[src/rtl/coin_dsp_ctl_pkg.sv]
package coin_dsp_ctl_pkg;

  localparam int CMD_W   = 8;
  localparam int N_COIN  = 4;
  localparam int N_PAIR  = N_COIN / 2;

  typedef struct packed {
    logic       meter;
    logic [1:0] meter_sel;
    logic       lock_a;
    logic       unlock_a;
    logic       lock_b;
    logic       unlock_b;
    logic       dsp_go;
    logic       dsp_stop;
  } cmd_dec_t;

  // Full-width compare of the command code
  function automatic cmd_dec_t decode_cmd(input logic v, input logic [CMD_W-1:0] c);
    cmd_dec_t d;
    d = '0;
    if (v) begin
      d.meter     = (c[CMD_W-1:2] == 6'b000010);
      d.meter_sel = c[1:0];
      d.lock_a    = (c == 8'h0C);
      d.unlock_a  = (c == 8'h0D);
      d.lock_b    = (c == 8'h0E);
      d.unlock_b  = (c == 8'h0F);
      d.dsp_go    = (c == 8'h00);
      d.dsp_stop  = (c == 8'h01);
    end
    return d;
  endfunction

  // Meter slot: the two selector bits are crossed
  function automatic logic [1:0] meter_slot(input logic [1:0] sel);
    return {sel[0], sel[1]};
  endfunction

endpackage

[src/rtl/coin_cmd_decode.sv]
module coin_cmd_decode
  import coin_dsp_ctl_pkg::*;
(
  input  logic             cmd_valid,
  input  logic [CMD_W-1:0] cmd_code,
  output cmd_dec_t         dec
);
  always_comb dec = decode_cmd(cmd_valid, cmd_code);
endmodule

[src/rtl/coin_meter_pulse.sv]
module coin_meter_pulse
  import coin_dsp_ctl_pkg::*;
(
  input  logic              clk,
  input  logic              rst_n,
  input  logic              fire,
  input  logic [1:0]        sel,
  input  logic              arm,
  output logic [N_COIN-1:0] pulse,
  output logic              count_en
);
  logic [N_COIN-1:0] nxt;

  always_comb begin
    nxt = '0;
    if (fire && count_en) nxt[meter_slot(sel)] = 1'b1;
  end

  always_ff @(posedge clk) begin
    if (!rst_n) begin
      pulse    <= '0;
      count_en <= 1'b0;
    end else begin
      pulse <= nxt;
      if (arm) count_en <= 1'b1;
    end
  end
endmodule

[src/rtl/coin_lockout_regs.sv]
module coin_lockout_regs
  import coin_dsp_ctl_pkg::*;
(
  input  logic              clk,
  input  logic              rst_n,
  input  logic [N_PAIR-1:0] set_pair,
  input  logic [N_PAIR-1:0] clr_pair,
  output logic [N_COIN-1:0] lockout
);
  // Pair p drives coins p and p+N_PAIR
  for (genvar p = 0; p < N_PAIR; p++) begin : g_pair
    logic lvl;
    always_ff @(posedge clk) begin
      if (!rst_n)           lvl <= 1'b0;
      else if (set_pair[p]) lvl <= 1'b1;
      else if (clr_pair[p]) lvl <= 1'b0;
    end
    assign lockout[p]          = lvl;
    assign lockout[p + N_PAIR] = lvl;
  end
endmodule

[src/rtl/coin_dsp_start.sv]
module coin_dsp_start (
  input  logic clk,
  input  logic rst_n,
  input  logic go,
  input  logic stop,
  output logic dsp_irq,
  output logic dsp_halt,
  output logic host_halt
);
  always_ff @(posedge clk) begin
    if (!rst_n) begin
      dsp_irq   <= 1'b0;
      dsp_halt  <= 1'b1;
      host_halt <= 1'b0;
    end else begin
      host_halt <= go;
      if (go) begin
        dsp_irq  <= 1'b1;
        dsp_halt <= 1'b0;
      end else if (stop) begin
        dsp_irq  <= 1'b0;
        dsp_halt <= 1'b1;
      end
    end
  end
endmodule

[src/rtl/coin_dsp_ctl.sv]
module coin_dsp_ctl
  import coin_dsp_ctl_pkg::*;
(
  input  logic             clk,
  input  logic             rst_n,
  input  logic             cmd_valid,
  input  logic [CMD_W-1:0] cmd_code,
  output logic [3:0]       ctr_pulse,
  output logic [3:0]       lockout,
  output logic             dsp_irq,
  output logic             dsp_halt,
  output logic             host_halt
);
  cmd_dec_t dec;
  logic     count_en;

  coin_cmd_decode u_dec (
    .cmd_valid (cmd_valid),
    .cmd_code  (cmd_code),
    .dec       (dec)
  );

  coin_meter_pulse u_meter (
    .clk      (clk),
    .rst_n    (rst_n),
    .fire     (dec.meter),
    .sel      (dec.meter_sel),
    .arm      (dec.unlock_b),
    .pulse    (ctr_pulse),
    .count_en (count_en)
  );

  coin_lockout_regs u_lock (
    .clk      (clk),
    .rst_n    (rst_n),
    .set_pair ({dec.lock_b, dec.lock_a}),
    .clr_pair ({dec.unlock_b, dec.unlock_a}),
    .lockout  (lockout)
  );

  coin_dsp_start u_dsp (
    .clk       (clk),
    .rst_n     (rst_n),
    .go        (dec.dsp_go),
    .stop      (dec.dsp_stop),
    .dsp_irq   (dsp_irq),
    .dsp_halt  (dsp_halt),
    .host_halt (host_halt)
  );
endmodule

[config.mk]
export PLATFORM = sky130hd
export DESIGN_NAME = coin_dsp_ctl
export DESIGN_NICKNAME = d
export VERILOG_FILES = /design/src/rtl/coin_dsp_ctl_pkg.sv /design/src/rtl/coin_cmd_decode.sv /design/src/rtl/coin_meter_pulse.sv /design/src/rtl/coin_lockout_regs.sv /design/src/rtl/coin_dsp_start.sv /design/src/rtl/coin_dsp_ctl.sv
export SDC_FILE = /design/constraint.sdc
export NUM_CORES = 1
export LEC_CHECK = 0
export CORE_AREA = 2 2 39 41
export DETAILED_ROUTE_END_ITERATION = 16
export DIE_AREA = 0 0 41 43
export PLACE_DENSITY = 0.64
export SLEW_MARGIN = 25
export SYNTH_ARGS = -nofsm -noshare
export SYNTH_HDL_FRONTEND = slang
export SYNTH_SLANG_ARGS = --single-unit
[constraint.sdc]
create_clock -name clk -period 2.2 [get_ports clk]
set_input_delay 0.44 -clock clk [delete_from_list [all_inputs] [get_ports clk]]
set_output_delay 0.44 -clock clk [all_outputs]
set_load 0.1 [all_outputs]
==> metrics.csv <==
metric,value,unit
final_cell_count_no_fill,79,
ys_warn_count,0,
ys_top_cells_by_area,"dfxtp_1, buf_4, nor3_1",
holdBufCountCts,0,
max_slew_margin,82.3,%
ys_seq_area_share,48.9,%
utilization,44.4,%
grt_start_max_net_pins,9,
post_drt_wl_per_cell,10.2,um
synth_edf_count,0,
async_flop_share,0,%
placed_cells,75,
worst_setup_path_start_kind,primary input,
post_cts_buffers,0,
period_minus_slack,1760,ps
start_util,29.6,%
rows,14,
num_io_pins,22,
cts_tree,done,
post-place-ws,154,ps
max_stage_delay,580,ps
vias_per_cell,4.39,
grt_pass1_wl,1300,um
synth_top_family_by_area,simple AND/OR/NAND/NOR gates,
cp_slowest_cell,or4_4,
postSynthAreaPerCell,9.51,um^2
synth.top_cells.by_count,"dfxtp_1, nor3_1, buf_4, nand2_1",
cp-end-kind,register,
antennaDiodeCount,0,
routed_wl,803,um
die_h,43,um
cts_resized,0,
synth_mux_area_share,4.89,%
numCtsBuffers,3,
coreArea,1380,um^2
drive_gt1_share,27.0,%
die_area,1760,um^2
max_freq,568,MHz
synth-simple-area-share,31.2,%
seqCellArea,200,um^2
worst_slew_pin_slew,264,ps
clk_pin_slew_worst_paths,70,ps
track_usage,12.1,%
gr-total-overflow,0,
worstPathArrival,1930,ps
cp_top_family,simple AND/OR/NAND/NOR gates,
root_buffer,clkbuf_4,
synthXorXnorAreaFrac,0,%
ys_ff_latch,10,
fin_total_pwr,0.381,mW
cts.sinks,10,
outcome,completed,
hold_violations,0,
ys.flop_type,dfxtp_1,
critPathRequiredTime,2370,ps
worst_slack,438,ps
drtPass1Iterations,2,
synth_cell_types,20,
min_period_over_period,80.1,%
clockBufferDepth,2,
final_net_count,75,
ant_nets,0,
crit_type,primary input to register,
cp_max_fo,5,
grt_pass1_vias,313,
clk_latency,270,ps
syn-num-nets,54,
multi_input_area,168,um^2
worst_hold_path_type,register to register,
drt_iter0_drc,2,
die_w,41,um
via_count,347,
synth_top_area_share,48.9,%
synth_area,409,um^2
numPortBuffers,21,
cts_max_level,1,
final_max_slew_viol_count,0,
max-cap-violations,0,
ir_worst_vdd,0.312,mV
path_buf_inv,1,
power_density,621,nW/um^2
synth_compound_area_share,4.89,%
setup_violations,0,
drc,0,
antenna_found_initial,0,
path_cells,clkdlybuf4s50_1 > or4_4 > or2_1 > a31o_1,
clock_skew,7.10,ps
tns,0,ps
rsz0062_at_grt,false,
synthAdderAreaFrac,0,%
fillers,135,
yosys.area.top_type,dfxtp_1,
yosysMostFrequentCell,dfxtp_1,
routabilityCongestion,0.765,
area_delta_synth_final,50.2,%
p_leak,0.261,nW
syn_inst,43,
## routing by layer
layer  wire [um]  up-vias  GRT usage (%)
met3          76        2           8.38
met5           0        -              0
li1            -      189              -
met2         361       14           13.8
met4          19        0           10.0
met1         346      142           14.6
## metrics by stage
stage               instance area [um^2]  hold WS [ps]
floorplan                            409           421
global placement                     578           433
detailed placement                   578           443
CTS                                  614           456
global route                         614           487
finish                               614           453
## flip-flops by register name, summed over array words and instances, names as in the netlist
signal,cells
u_meter.pulse,4
u_dsp.dsp_halt,1
u_dsp.host_halt,1
u_lock.g_pair.lvl,2
u_meter.count_en,1
u_dsp.dsp_irq,1
## cells in the final DEF (no fill, tap or decap), types with 2 or more instances in the layout
cell / Yosys / routed
nor3_1: 5 / 5
buf_4: 4 / 11
dfxtp_1: 10 / 10
inv_1: 2 / 2
clkdlybuf4s50_1: 0 / 10
nand2_1: 4 / 4
mux2i_1: 2 / 2
clkbuf_4: 0 / 3
nand4_1: 2 / 2
nor2b_1: 2 / 2
## worst min-delay path: stages, from the launching register on
cell and delay, ps:
dfxtp_1 310, nand2_1 50, o21ai_1 50
## where the power goes
part           switching (mW)  total, mW  internal (mW)
Sequential           0.000111      0.181          0.181
Combinational          0.0141     0.0339         0.0197
Clock                  0.0657      0.166          0.100
Total                  0.0799      0.381          0.301
## worst paths after layout
check | from | end | slack [ps] | depth (start not counted)
worst min register to register | u_meter.count_en$_SDFFE_PN0P_ | u_meter.count_en$_SDFFE_PN0P_ | 450 | 2
worst max-delay path | cmd_code[1] | u_dsp.dsp_irq$_SDFFE_PN0P_ | 440 | 4
worst max register to register | u_meter.count_en$_SDFFE_PN0P_ | u_meter.pulse[3]$_SDFF_PN0_ | 1290 | 3
worst min-delay path | u_meter.count_en$_SDFFE_PN0P_ | u_meter.count_en$_SDFFE_PN0P_ | 450 | 2
## kinds of logic (layout without fill, tap and decap cells)
| group | after synthesis | in the layout |
|---|---|---|
| flip-flops | 10 | 10 |
| AND/OR/NAND/NOR | 21 | 21 |
| buffers and inverters | 7 | 27 |
| AO/OA/AOI/OAI | 3 | 3 |
| multiplexers | 2 | 2 |
## cell type report
class                   instances  area share, %
well taps                      16           3.26
multi-input cells              26           27.3
repair buffers                 21           29.7
clock buffers                   4           5.91
inverters                       2           1.22
flip-flops and latches         10           32.6
No activity file was read; power rests on OpenSTA's default activity.
